--- src/rtl/spi_regif_pkg.sv ---
package spi_regif_pkg;

    localparam int FRAME_W = 16;
    localparam int ADDR_W  = 7;
    localparam int BYTE_W  = 8;

    typedef struct packed {
        logic               page;
        logic [ADDR_W-1:0]  addr;
        logic               bank_page;
        logic [BYTE_W-1:0]  wdata;
        logic               wr;
        logic               rd;
        logic               self_rd;
        logic               burst;
        logic [FRAME_W-1:0] resp;
    } cmd_state_t;

endpackage

--- src/rtl/spi_regif_sync.sv ---
module spi_regif_sync #(
    parameter int               WIDTH   = 3,
    parameter int               STAGES  = 2,
    parameter logic [WIDTH-1:0] RST_VAL = '0
) (
    input  logic             clk,
    input  logic             rst_n,
    input  logic [WIDTH-1:0] d,
    output logic [WIDTH-1:0] q
);
    logic [STAGES-1:0][WIDTH-1:0] chain_d, chain_q;

    generate
        if (STAGES == 1) begin : g_one
            always_comb chain_d = d;
        end else begin : g_many
            always_comb chain_d = {chain_q[STAGES-2:0], d};
        end
    endgenerate

    always_ff @(posedge clk or negedge rst_n) begin
        if (!rst_n) chain_q <= {STAGES{RST_VAL}};
        else        chain_q <= chain_d;
    end

    assign q = chain_q[STAGES-1];
endmodule

--- src/rtl/spi_regif_rx.sv ---
module spi_regif_rx
    import spi_regif_pkg::*;
#(
    parameter int FW = FRAME_W
) (
    input  logic          clk,
    input  logic          rst_n,
    input  logic          sclk_s,
    input  logic          cs_n_s,
    input  logic          mosi_s,
    output logic          frame_vld,
    output logic [FW-1:0] frame,
    output logic          sclk_fall,
    output logic          cs_start
);
    localparam int            CNT_W = $clog2(FW);
    localparam logic [CNT_W-1:0] LAST = CNT_W'(FW - 1);

    typedef struct packed {
        logic             sclk_prev;
        logic             cs_prev;
        logic [CNT_W-1:0] cnt;
        logic [FW-1:0]    shift;
        logic             vld;
        logic [FW-1:0]    frame;
    } rx_state_t;

    rx_state_t rx_d, rx_q;

    always_comb begin
        rx_d           = rx_q;
        rx_d.vld       = 1'b0;
        rx_d.sclk_prev = sclk_s;
        rx_d.cs_prev   = cs_n_s;
        if (cs_n_s) begin
            rx_d.cnt   = '0;
            rx_d.shift = '0;
        end else if (sclk_s && !rx_q.sclk_prev) begin
            rx_d.shift = {rx_q.shift[FW-2:0], mosi_s};
            if (rx_q.cnt == LAST) begin
                rx_d.vld   = 1'b1;
                rx_d.frame = rx_d.shift;
                rx_d.cnt   = '0;
            end else begin
                rx_d.cnt = rx_q.cnt + 1'b1;
            end
        end
    end

    always_ff @(posedge clk or negedge rst_n) begin
        if (!rst_n) begin
            rx_q           <= '0;
            rx_q.sclk_prev <= 1'b1;
            rx_q.cs_prev   <= 1'b1;
        end else begin
            rx_q <= rx_d;
        end
    end

    assign frame_vld = rx_q.vld;
    assign frame     = rx_q.frame;
    assign sclk_fall = !cs_n_s && !sclk_s && rx_q.sclk_prev;
    assign cs_start  = rx_q.cs_prev && !cs_n_s;


    abort_drop_chk: assert property (@(posedge clk) disable iff (!rst_n)
        cs_n_s |=> !frame_vld);
endmodule

--- src/rtl/spi_regif_cmd.sv ---
module spi_regif_cmd
    import spi_regif_pkg::*;
#(
    parameter logic [ADDR_W-1:0] PAGE_ADDR  = 7'h7E,
    parameter logic [ADDR_W-1:0] BURST_ADDR = 7'h00,
    parameter logic [BYTE_W-1:0] BURST_CMD  = 8'h80,
    parameter logic              BURST_PAGE = 1'b0
) (
    input  logic               clk,
    input  logic               rst_n,
    input  logic               frame_vld,
    input  logic [FRAME_W-1:0] frame,
    input  logic [FRAME_W-1:0] reg_rdata,
    output logic [ADDR_W-1:0]  reg_addr,
    output logic               reg_page,
    output logic               reg_wr,
    output logic [BYTE_W-1:0]  reg_wdata,
    output logic               reg_rd,
    output logic               burst_start,
    output logic [FRAME_W-1:0] resp
);
    cmd_state_t cm_d, cm_q;
    logic [BYTE_W-1:0] hdr, dat;
    logic [ADDR_W-1:0] word_addr;

    assign hdr       = frame[FRAME_W-1:BYTE_W];
    assign dat       = frame[BYTE_W-1:0];
    assign word_addr = {hdr[ADDR_W-1:1], 1'b0};

    always_comb begin
        cm_d         = cm_q;
        cm_d.wr      = 1'b0;
        cm_d.rd      = 1'b0;
        cm_d.self_rd = 1'b0;
        cm_d.burst   = 1'b0;
        if (cm_q.rd)      cm_d.resp = reg_rdata;
        if (cm_q.self_rd) cm_d.resp = {{(FRAME_W-1){1'b0}}, cm_q.page};
        if (frame_vld) begin
            if (hdr[BYTE_W-1]) begin
                if (hdr[ADDR_W-1:0] == PAGE_ADDR) begin
                    cm_d.page = dat[0];
                end else begin
                    cm_d.wr        = 1'b1;
                    cm_d.addr      = hdr[ADDR_W-1:0];
                    cm_d.bank_page = cm_q.page;
                    cm_d.wdata     = dat;
                    cm_d.burst     = (hdr[ADDR_W-1:0] == BURST_ADDR) &&
                                     (dat == BURST_CMD) &&
                                     (cm_q.page == BURST_PAGE);
                end
            end else if (word_addr == {PAGE_ADDR[ADDR_W-1:1], 1'b0}) begin
                cm_d.self_rd = 1'b1;
            end else begin
                cm_d.rd        = 1'b1;
                cm_d.addr      = word_addr;
                cm_d.bank_page = cm_q.page;
            end
        end
    end

    always_ff @(posedge clk or negedge rst_n) begin
        if (!rst_n) cm_q <= '0;
        else        cm_q <= cm_d;
    end

    assign reg_addr    = cm_q.addr;
    assign reg_page    = cm_q.bank_page;
    assign reg_wr      = cm_q.wr;
    assign reg_wdata   = cm_q.wdata;
    assign reg_rd      = cm_q.rd;
    assign burst_start = cm_q.burst;
    assign resp        = cm_q.resp;


    wr_pulse_chk: assert property (@(posedge clk) disable iff (!rst_n)
        reg_wr |=> !reg_wr);

    rd_pulse_chk: assert property (@(posedge clk) disable iff (!rst_n)
        reg_rd |=> !reg_rd);

    rd_even_chk: assert property (@(posedge clk) disable iff (!rst_n)
        reg_rd |-> !reg_addr[0]);

    rw_excl_chk: assert property (@(posedge clk) disable iff (!rst_n)
        !(reg_wr && reg_rd));

    page_hold_chk: assert property (@(posedge clk) disable iff (!rst_n)
        !frame_vld |=> $stable(cm_q.page));

    burst_wr_chk: assert property (@(posedge clk) disable iff (!rst_n)
        burst_start |-> (reg_wr && reg_wdata == BURST_CMD && reg_page == BURST_PAGE));

    resp_hold_chk: assert property (@(posedge clk) disable iff (!rst_n)
        (!reg_rd && !cm_q.self_rd) |=> $stable(resp));
endmodule

--- src/rtl/spi_regif_tx.sv ---
module spi_regif_tx
    import spi_regif_pkg::*;
#(
    parameter int FW = FRAME_W
) (
    input  logic          clk,
    input  logic          rst_n,
    input  logic          cs_n_s,
    input  logic          cs_start,
    input  logic          sclk_fall,
    input  logic [FW-1:0] resp,
    output logic          miso
);
    typedef struct packed {
        logic [FW-1:0] shift;
        logic          bit_out;
    } tx_state_t;

    tx_state_t tx_d, tx_q;

    always_comb begin
        tx_d = tx_q;
        if (cs_n_s) begin
            tx_d.bit_out = 1'b1;
        end else if (cs_start) begin
            tx_d.shift = resp;
        end else if (sclk_fall) begin
            tx_d.bit_out = tx_q.shift[FW-1];
            tx_d.shift   = {tx_q.shift[FW-2:0], 1'b0};
        end
    end

    always_ff @(posedge clk or negedge rst_n) begin
        if (!rst_n) begin
            tx_q         <= '0;
            tx_q.bit_out <= 1'b1;
        end else begin
            tx_q <= tx_d;
        end
    end

    assign miso = tx_q.bit_out;


    miso_idle_chk: assert property (@(posedge clk) disable iff (!rst_n)
        cs_n_s |=> miso);

    miso_steady_chk: assert property (@(posedge clk) disable iff (!rst_n)
        (!cs_n_s && !sclk_fall) |=> $stable(miso));
endmodule

--- src/rtl/spi_page_regif.sv ---
module spi_page_regif
    import spi_regif_pkg::*;
#(
    parameter int                SYNC_STAGES = 2,
    parameter logic [ADDR_W-1:0] PAGE_ADDR   = 7'h7E,
    parameter logic [ADDR_W-1:0] BURST_ADDR  = 7'h00,
    parameter logic [BYTE_W-1:0] BURST_CMD   = 8'h80
) (
    input  logic               clk,
    input  logic               rst_n,
    input  logic               sclk,
    input  logic               cs_n,
    input  logic               mosi,
    output logic               miso,
    output logic [ADDR_W-1:0]  reg_addr,
    output logic               reg_page,
    output logic               reg_wr,
    output logic [BYTE_W-1:0]  reg_wdata,
    output logic               reg_rd,
    input  logic [FRAME_W-1:0] reg_rdata,
    output logic               burst_start
);
    logic [2:0]         pins_s;
    logic               frame_vld, sclk_fall, cs_start;
    logic [FRAME_W-1:0] frame, resp;

    spi_regif_sync #(.WIDTH(3), .STAGES(SYNC_STAGES), .RST_VAL(3'b110)) u_sync (
        .clk(clk), .rst_n(rst_n), .d({sclk, cs_n, mosi}), .q(pins_s));

    spi_regif_rx u_rx (
        .clk(clk), .rst_n(rst_n), .sclk_s(pins_s[2]), .cs_n_s(pins_s[1]),
        .mosi_s(pins_s[0]), .frame_vld(frame_vld), .frame(frame),
        .sclk_fall(sclk_fall), .cs_start(cs_start));

    spi_regif_cmd #(.PAGE_ADDR(PAGE_ADDR), .BURST_ADDR(BURST_ADDR),
                    .BURST_CMD(BURST_CMD), .BURST_PAGE(1'b0)) u_cmd (
        .clk(clk), .rst_n(rst_n), .frame_vld(frame_vld), .frame(frame),
        .reg_rdata(reg_rdata), .reg_addr(reg_addr), .reg_page(reg_page),
        .reg_wr(reg_wr), .reg_wdata(reg_wdata), .reg_rd(reg_rd),
        .burst_start(burst_start), .resp(resp));

    spi_regif_tx u_tx (
        .clk(clk), .rst_n(rst_n), .cs_n_s(pins_s[1]), .cs_start(cs_start),
        .sclk_fall(sclk_fall), .resp(resp), .miso(miso));
endmodule

--- config.mk ---
export PLATFORM = sky130hd
export DESIGN_NAME = spi_page_regif
export DESIGN_NICKNAME = d
export VERILOG_FILES = /design/src/rtl/spi_regif_pkg.sv /design/src/rtl/spi_regif_sync.sv /design/src/rtl/spi_regif_rx.sv /design/src/rtl/spi_regif_cmd.sv /design/src/rtl/spi_regif_tx.sv /design/src/rtl/spi_page_regif.sv
export SDC_FILE = /design/constraint.sdc
export NUM_CORES = 1
export LEC_CHECK = 0
export CAP_MARGIN = 0
export CORE_MARGIN = 2
export CORE_UTILIZATION = 45
export DETAILED_ROUTE_END_ITERATION = 12
export GPL_TIMING_DRIVEN = 0
export PLACE_DENSITY = 0.71
export SYNTH_ARGS = -nofsm -noshare
export SYNTH_HDL_FRONTEND = slang
export SYNTH_SLANG_ARGS = --single-unit
--- constraint.sdc ---
create_clock -name clk -period 2.99 [get_ports clk]
set_input_delay 0.897 -clock clk [delete_from_list [all_inputs] [get_ports clk]]
set_output_delay 0.897 -clock clk [all_outputs]
set_load 0.02 [all_outputs]
Word-level counts from Yosys, hierarchy flattened
Index checks and enable logic that the tools add are counted.
Widths: inputs -> output; s select.
{"block": "classes", "addsub": 1, "n_eq_ne": 7, "n_mux": 21, "bitwise_logic": 3, "reduce_logical": 20}
{"op": "$mux 17", "n": 4}
{"op": "$mux 16", "n": 3}
{"op": "$mux 37", "n": 1}
{"op": "$mux 20", "n": 1}
{"op": "$mux 8", "n": 2}
{"op": "$reduce_and 3->1", "n": 4}
{"op": "$eq 8x8->1 const B", "n": 1}
{"op": "$mux 4", "n": 2}
{"op": "$reduce_bool 2->1", "n": 4}
{"op": "$eq 7x7->1 const B", "n": 1}
{"op": "$logic_not 7->1", "n": 1}
{"op": "$mux 1", "n": 7}
{"op": "$eq 6x6->1 const B", "n": 1}
{"op": "$logic_and 1x1->1", "n": 6}
{"op": "$add 4x1->4 const B", "n": 1}
{"op": "$eq 4x4->1 const B", "n": 1}
{"op": "$ne 2x2->1 const B", "n": 2}
{"op": "$reduce_and 2->1", "n": 2}
{"op": "$logic_not 1->1", "n": 3}
{"op": "$not 1->1", "n": 3}
{"op": "$mux 2", "n": 1}
{"op": "$ne 2x1->1 const B", "n": 1}
{"block": "totals", "reg_bits": 98, "input_bits": 21, "out_inout_bits": 20, "wordCells": 71}

Logic depth before layout (Yosys ltp)
Gate-level depths: netlist (run 1).
{"block": "depth", "word_depth": 6, "mapped_depth": 6, "depth_no_buf": 4}

Modules after synthesis
From an unflattened synthesis (run 1), not the netlist that was laid out.
{"block": "unflattened", "cells_unflattened": 384, "hier_area_um2": 4466.8}
{"module": "spi_regif_cmd", "instances": 1, "cells_each": 141, "area_per_inst_um2": 1744.2, "seq_area_each_um2": 925.9}
{"module": "spi_regif_rx", "instances": 1, "cells_each": 144, "area_per_inst_um2": 1669.1, "seq_area_each_um2": 953.4}
{"module": "spi_regif_tx", "instances": 1, "cells_each": 93, "area_per_inst_um2": 898.4, "seq_area_each_um2": 426.7}
{"module": "spi_regif_sync", "instances": 1, "cells_each": 6, "area_per_inst_um2": 155.1, "seq_area_each_um2": 155.1}

Least setup slack after synthesis (run 1)
No wires, ideal clock.
{"block": "synth_path", "path_kind": "register to register", "start": "register u_sync.chain_q (netlist bit u_sync.q[1])", "end": "register u_tx.tx_q[10] in the netlist's numbering", "setup_time_ps": 125, "t_arrival_ps": 1595, "required_ps": 2865, "path_slack_ps": 1270, "stages_incl_launch_ff": 7, "n_path_buf": 3, "period_less_slack_ps": 1720, "path_cell_list": "dfstp_2 > buf_2 > nand2b_1 > buf_6 > buf_6 > mux2_2 > mux2_2"}
{"block": "synth_via", "elab_chain_cells": 5, "word_cells_on_any_way": 8, "cone_classes": "mux (1); bitwise (1); reduce/logical (6)"}
{"item": "start, declared", "line_no": "spi_regif_sync.sv:11", "text": "logic [STAGES-1:0][WIDTH-1:0] chain_d, chain_q;"}
{"item": "start signal, assigned", "line_no": "spi_regif_sync.sv:22", "text": "if (!rst_n) chain_q <= {STAGES{RST_VAL}};"}
{"item": "start signal, assigned", "line_no": "spi_regif_sync.sv:23", "text": "else chain_q <= chain_d;"}
{"item": "$logic_not 1->1", "line_no": "spi_regif_rx.sv:62, spi_regif_rx.sv:63"}
{"item": "$logic_and 1x1->1 (2 in a row)", "line_no": "spi_regif_rx.sv:62", "text": "assign sclk_fall = !cs_n_s && !sclk_s && rx_q.sclk_prev;"}
{"item": "$reduce_bool 2->1 (no source line)"}
{"item": "$reduce_and 2->1 (no source line)"}
{"item": "end signal, assigned", "line_no": "spi_regif_tx.sv:38", "text": "tx_q <= tx_d;"}
{"item": "end, declared", "line_no": "spi_regif_tx.sv:19", "text": "tx_state_t tx_d, tx_q;"}
Parallel ways exist; a longest one is shown, timed or not.
A chain may end at the register's enable or synchronous reset.

Worst setup path in the final report (run 1)
{"block": "layout_path", "start": "register u_tx.tx_q (netlist bit u_tx.miso)", "end": "output port miso"}
{"item": "end, declared", "line_no": "spi_page_regif.sv:14", "text": "output logic miso,"}
No word-level cell between the ends.

==> impl_metrics.csv, run 1 <==
group,metric,value,unit
outcome,status,"complete, no violations",
logic_synthesis,synthCells,320,
drt,drtIter0Drc,72,
power,ir_worst_vdd,0.219,mV
logic_synthesis,ys_ff_latch,98,
placement,place_congestion,0.744,
timing,relSlewSlack,57.9,%
floorplanning,num_io_pins,41,
global_routing,grt_overflow,0,
logic_synthesis,synth-simple-area-share,8.72,%
power,power.internal,1.86,mW
drt,routed_wl,7420,um
worst_setup_path,cp.required,2.09,ns
placement,port_buffers,40,
min_path,hp-start,"u_sync.chain_d[3]",
logic_synthesis,synth_top_family_by_area,"multiplexers",
floorplanning,die_h,99.6,um
logic_synthesis,ys.flop_type,"dfrtp_1",
worst_setup_path,start_kind,"flip-flop",
logic_synthesis,synth_top_area_share,55.3,%
cts,cts_buffer_depth,2,
worst_setup_path,cp_max_fo,2,
global_routing,grt_usage,16.0,%
timing,setup_viol,0,
global_routing,grt_max_degree,69,
logic_synthesis,yosysWarnings,0,
logic_synthesis,ys_types,35,
worst_setup_path,r2r_setup_slack,1.10,ns
worst_setup_path,crit_path_cell_trace,"clkdlybuf4s50_1",
power,combPwrFrac,6.4,%
logic_synthesis,yosys.area_share.xor_xnor,0.213,%
logic_synthesis,synth-edff-count,0,
layout,area_growth,18.5,%
floorplanning,die_w,99.6,um
logic_synthesis,yosysMostFrequentCell,"dfrtp_1",
logic_synthesis,ys_top_cells_by_count,"dfrtp_1, mux2_2, nand2_1",
worst_setup_path,slowest_stage,"clkdlybuf4s50_1",
min_path,hold_path.class,"reg -> reg",
logic_synthesis,synth_compound_area_share,4.92,%
drt,drc,0,
drt,drt-pass1-iter-count,4,
global_routing,antenna_found_initial,0,
power,net-switching-power,0.546,mW
placement,place_area,4680,um^2
timing,fin_setup_tns,0,ns
logic_synthesis,synthMuxAreaShare,20.9,%
cts,path_clk_slew,0.09,ns
timing,fin_crit_sh,79.5,%
cts,cts_max_level,3,
layout,antenna_cells,0,
cts,cts_hold_buf,0,
worst_setup_path,cp.buffers_inverters,1,
cts,cts_setup_buffers,0,
worst_setup_path,arrival,1.48,ns
timing,hold_viol,0,
logic_synthesis,yosys-top-cells-area,"dfrtp_1, mux2_2, dfstp_2",
floorplanning,dieArea,9930,um^2
worst_setup_path,cp_top_family,"buffers and inverters",
timing,fmax,0.421,GHz
logic_synthesis,async_reset_ff_share,100,%
power,swShare,22.7,%
logic_synthesis,synth_area_per_cell,12.9,um^2
power,seq_power_share,57.7,%
floorplanning,start_util,46.7,%
layout,fin_util,55.4,%
layout,fin_area,4880,um^2
power,clkPwrFrac,36.0,%
drt,post_drt_wl_per_cell,15.3,um
timing,timing.final.max_slew_violations,0,
logic_synthesis,seq_area_frac_synth,59.8,%
drt,drt-vias-per-instance,5.07,
logic_synthesis,synth_fa_ha_area_share,0.304,%
cts,clockRootBuffer,"clkbuf_8",
worst_setup_path,max_stage_delay,0.59,ns
drt,ant_nets,0,
timing,fin_crit,2.38,ns
worst_setup_path,r2r_end,"u_rx.frame[14]",
power,powerDensity,493,nW/um^2
floorplanning,rows,34,
cts,cts_tree,"built",
timing,skew,0.0102,ns
cts,clkSinkCount,98,
cts,cts-resized-gates,0,
logic_synthesis,synth_area,4120,um^2
layout,drive_above_1_share,29.7,%
drt,num_vias,2457,
global_routing,grt_pass1_wl,12400,um
cts,cts_buffers,9,
floorplanning,core_area,8810,um^2
logic_synthesis,synth_top_area_cell,"dfrtp_1",
layout,fill_cells,742,
timing,rsz0062_at_grt,"false",
power,p_leak,2.28,nW
min_path,holdPathEnd,"u_sync.q[0]",
logic_synthesis,syn-num-nets,342,
timing,tightest_slew,0.631,ns
worst_setup_path,rr_worst_depth,4,
global_routing,grt_pass1_vias,2514,
worst_setup_path,reg2reg_from,"u_sync.q[2]",
worst_setup_path,path_class,"reg -> out",
placement,place_hpwl,5150,um
min_path,holdPathStages,0,
cts,clock_latency,0.36,ns
worst_setup_path,critPathCaptureType,"output port",
layout,fin_nets,394,
run,max_cap_viol_count,0,
## state kept, by name, indices dropped and copies added, names as in the netlist
register	count
u_rx.frame_vld	1
u_cmd.reg_page	1
u_sync.chain_d	3
u_rx.rx_q	21
u_rx.frame	16
u_cmd.reg_wdata	8
u_sync.q	3
u_cmd.resp	16
u_tx.tx_q	16
u_cmd.cm_q	2
u_cmd.burst_start	1
u_cmd.reg_wr	1
u_cmd.reg_addr	7
u_tx.miso	1
u_cmd.reg_rd	1
## per-layer routing
layer	global-route usage, %	part of all wire [%]	up-vias
met1	21.6	47	1231
met2	25.4	49	32
met4	5.69	1.1	0
li1	-	-	1187
met3	3.65	3.2	7
met5	0	0	-
## cell usage in the layout (no fill, tap or decap), types with 3 or more instances in the layout
master / n
nor4_1: 4
a21oi_1: 19
nand2_1: 39
inv_1: 6
o21ai_0: 4
clkbuf_1: 8
dfrtp_1: 91
clkdlybuf4s50_1: 39
nand2b_1: 4
nor2_1: 19
clkbuf_8: 10
dfstp_2: 7
mux2_2: 61
buf_2: 3
buf_4: 17
mux2i_1: 16
## logic make-up after synthesis
logic type	count (synthesis)
fa+ha+maj	1
buf+inv	36
xor+xnor	1
flops	98
mux	78
simple gates	76
compound gates	30
## through the flow
stage	instances	power, mW	worst slack [ns]	hold WS [ns]
after detailed placement	469	1.57	0.988	0.336
after global routing	485	2.51	0.565	0.362
after global placement	468	1.56	-2.58	0.336
final	485	2.41	0.614	0.353
after floorplan	320	1.49	1.27	0.331
after CTS	485	2.44	0.582	0.357
## layout make-up
type / instances / area [um^2] / share of cell area (%)
well taps: 108 / 135 / 2.77
repair buffers: 41 / 425 / 8.72
clock buffers: 10 / 138 / 2.82
inverters: 6 / 22.5 / 0.462
flip-flops and latches: 98 / 2460 / 50.4
plain buffers: 30 / 191 / 3.92
clock inverters: 6 / 65.1 / 1.33
multi-input cells: 186 / 1440 / 29.5
## power groups by stage
stage / Clock, mW / Combinational (mW) / Sequential [mW]
2_1_floorplan: 0 / 0.0825 / 1.41
6_report: 0.866 / 0.153 / 1.39
4_1_cts: 0.892 / 0.157 / 1.39
3_3_place_gp: 0 / 0.148 / 1.41
5_1_grt: 0.946 / 0.171 / 1.39
3_5_place_dp: 0 / 0.156 / 1.41
## worst max path at each step
| stage | startpoint | to | slack [ns] | cells after the start |
|---|---|---|---|---|
| 6_report | u_tx.miso | miso | 0.61 | 1 |
| 5_1_grt | u_tx.miso | miso | 0.57 | 1 |
| 4_1_cts | u_tx.miso | miso | 0.58 | 1 |
| 3_5_place_dp | u_tx.miso | miso | 0.99 | 1 |
| 3_3_place_gp | rst_n | u_cmd.reg_wdata[1] | -2.58 | 1 |
| 2_1_floorplan | u_sync.q[1] | u_tx.tx_q[10] | 1.27 | 6 |
No activity file was read; power rests on OpenSTA's default activity.
==> inputs of run 2 (changes only) <==
--- a/config.mk
+++ b/config.mk
@@ -10,7 +10,7 @@
 export CORE_UTILIZATION = 45
 export DETAILED_ROUTE_END_ITERATION = 12
 export GPL_TIMING_DRIVEN = 0
-export PLACE_DENSITY = 0.71
+export PLACE_DENSITY = 0.74
 export SYNTH_ARGS = -nofsm -noshare
 export SYNTH_HDL_FRONTEND = slang
 export SYNTH_SLANG_ARGS = --single-unit
==> constraint.sdc (replaced) <==
create_clock -name clk -period 2.04 [get_ports clk]
set_input_delay 0.612 -clock clk [delete_from_list [all_inputs] [get_ports clk]]
set_output_delay 0.612 -clock clk [all_outputs]
set_load 0.02 [all_outputs]
==> impl_metrics.csv, run 2 (synthesized netlist as in run 1, its figures left out) <==
group,metric,value,unit
drt,wl_met3,235,um
cts,cts_setup_buffers,0,
layout,mostFrequentLayoutCell,"dfrtp_1",
worst_setup_path,path_class,"reg -> out",
worst_setup_path,cp.required,1.43,ns
worst_setup_path,max_stage_delay,0.59,ns
timing,fin_crit_sh,97.0,%
layout,regMostFlops,"u_rx.rx_q",
layout,largest_reg_flops,21,
cts,cts_tree,"built",
drt,highest_layer,"met4",
drt,drt-pass1-iter-count,5,
power,powerDensity,778,nW/um^2
worst_setup_path,cp_max_fo,2,
global_routing,grt_pass1_wl,12600,um
floorplanning,rows,34,
floorplanning,die_h,99.6,um
drt,wl_met2,3580,um
layout,fin_nets,394,
layout,area_growth,20.6,%
drt,drt-vias-per-instance,5.15,
global_routing,grt_pass1_vias,2602,
worst_setup_path,cp_top_family,"buffers and inverters",
worst_setup_path,crit_path_cell_trace,"buf_4 -> clkdlybuf4s50_1",
drt,drc,0,
drt,num_vias,2500,
timing,relSlewSlack,58.3,%
global_routing,antenna_found_initial,0,
power,ir_worst_vdd,0.429,mV
worst_setup_path,start_kind,"flip-flop",
cts,cts_buffer_depth,2,
timing,setup_viol,0,
timing,tightest_slew,0.624,ns
floorplanning,die_w,99.6,um
cts,clkSinkCount,98,
drt,routed_wl,7330,um
power,net-switching-power,0.769,mW
placement,place_congestion,0.755,
timing,fin_setup_tns,0,ns
cts,cts_max_level,3,
worst_setup_path,slowest_stage,"clkdlybuf4s50_1",
cts,clockRootBuffer,"clkbuf_8",
worst_setup_path,cp.buffers_inverters,2,
layout,antenna_cells,0,
power,combPwrFrac,5.8,%
cts,clock_latency,0.35,ns
placement,place_ws,0.161,ns
timing,fin_crit,1.98,ns
worst_setup_path,arrival,1.37,ns
cts,cts_buffers,9,
cts,path_clk_slew,0.09,ns
global_routing,grt_max_degree,75,
power,seq_power_share,52.6,%
timing,hold_viol,0,
worst_setup_path,critPathCaptureType,"output port",
placement,port_buffers,40,
placement,place_hpwl,5100,um
timing,fmax,0.505,GHz
drt,wl_met1,3440,um
layout,most-common-layout-cells,"dfrtp_1, mux2_2, nand2_1",
drt,ant_nets,0,
timing,rsz0062_at_grt,"false",
outcome,status,"complete, no violations",
power,clkPwrFrac,41.6,%
drt,drtIter0Drc,119,
timing,setup_slack,0.0605,ns
timing,skew,0.0115,ns
floorplanning,start_util,46.7,%
floorplanning,dieArea,9930,um^2
min_path,hold_path.class,"in -> async",
global_routing,grt_overflow,0,
drt,post_drt_wl_per_cell,15.1,um
timing,timing.final.max_slew_violations,0,
floorplanning,num_io_pins,41,
power,p_leak,2.53,nW
power,swShare,19.9,%
floorplanning,core_area,8810,um^2
run,max_cap_viol_count,0,
power,power.internal,3.10,mW
layout,drive_above_1_share,29.4,%
global_routing,grt_usage,16.0,%
[run 2: changes by cell type in the layout (fill, tap and decap cells not counted), moves of 3 or more]
cell	change
dlygate4sd2_1	+4
dlymetal6s2s_1	+11
clkdlybuf4s50_1	-15
bufinv_16	+3
[run 2: area by class of cell]
cell class,count,area (um^2)
plain buffers,30,191
clock buffers,11,141
clock inverters,5,125
fillers,717,3840
inverters,6,22.5
multi-input cells,186,1440
flip-flops and latches,98,2460
well taps,108,135
repair buffers,41,448
[run 2: power groups by stage]
stage	Sequential (mW)	Combinational, mW	Clock (mW)
6_report	2.03	0.224	1.61
3_5_place_dp	2.07	0.229	0
4_1_cts	2.03	0.230	1.64
5_1_grt	2.04	0.249	1.71
2_1_floorplan	2.06	0.121	0
3_3_place_gp	2.07	0.217	0
[run 2: layer usage]
metal | vias up | global-route usage (%)
li1 | 1183 | -
met1 | 1272 | 21.9
met2 | 39 | 25.8
met3 | 6 | 3.94
met4 | 0 | 4.32
met5 | - | 0
[run 2: metrics by stage]
stage | util [%] | cell area, um^2 | instances | hold WS (ns) | total power, mW
floorplan | - | 4120 | 320 | 0.316 | 2.19
global placement | 52.8 | 4650 | 468 | 0.335 | 2.29
detailed placement | 53.1 | 4680 | 469 | 0.339 | 2.30
CTS | 56.1 | 4940 | 485 | 0.155 | 3.90
global route | 56.4 | 4970 | 485 | 0.164 | 4.01
finish | 56.4 | 4970 | 485 | 0.154 | 3.86
[run 2: worst paths after layout]
kind / from / end / slack [ns] / cells after the start
min in group clk: u_sync.chain_d[3] / u_sync.q[0] / 0.36 / 0
hold / removal: rst_n / u_cmd.resp[8] / 0.15 / 1
max in group asynchronous: rst_n / u_tx.miso / 1.19 / 2
setup / recovery: u_cmd.reg_addr[4] / reg_addr[4] / 0.06 / 2
setup reg to reg: u_sync.q[2] / u_rx.frame[11] / 0.16 / 4
hold reg to reg: u_sync.chain_d[3] / u_sync.q[0] / 0.36 / 0
[run 2: repair_timing]
item / CTS / global route
setup endpoints to repair: 4 / 11
hold buffers: 0 / 0
resized for setup: 4 / 11
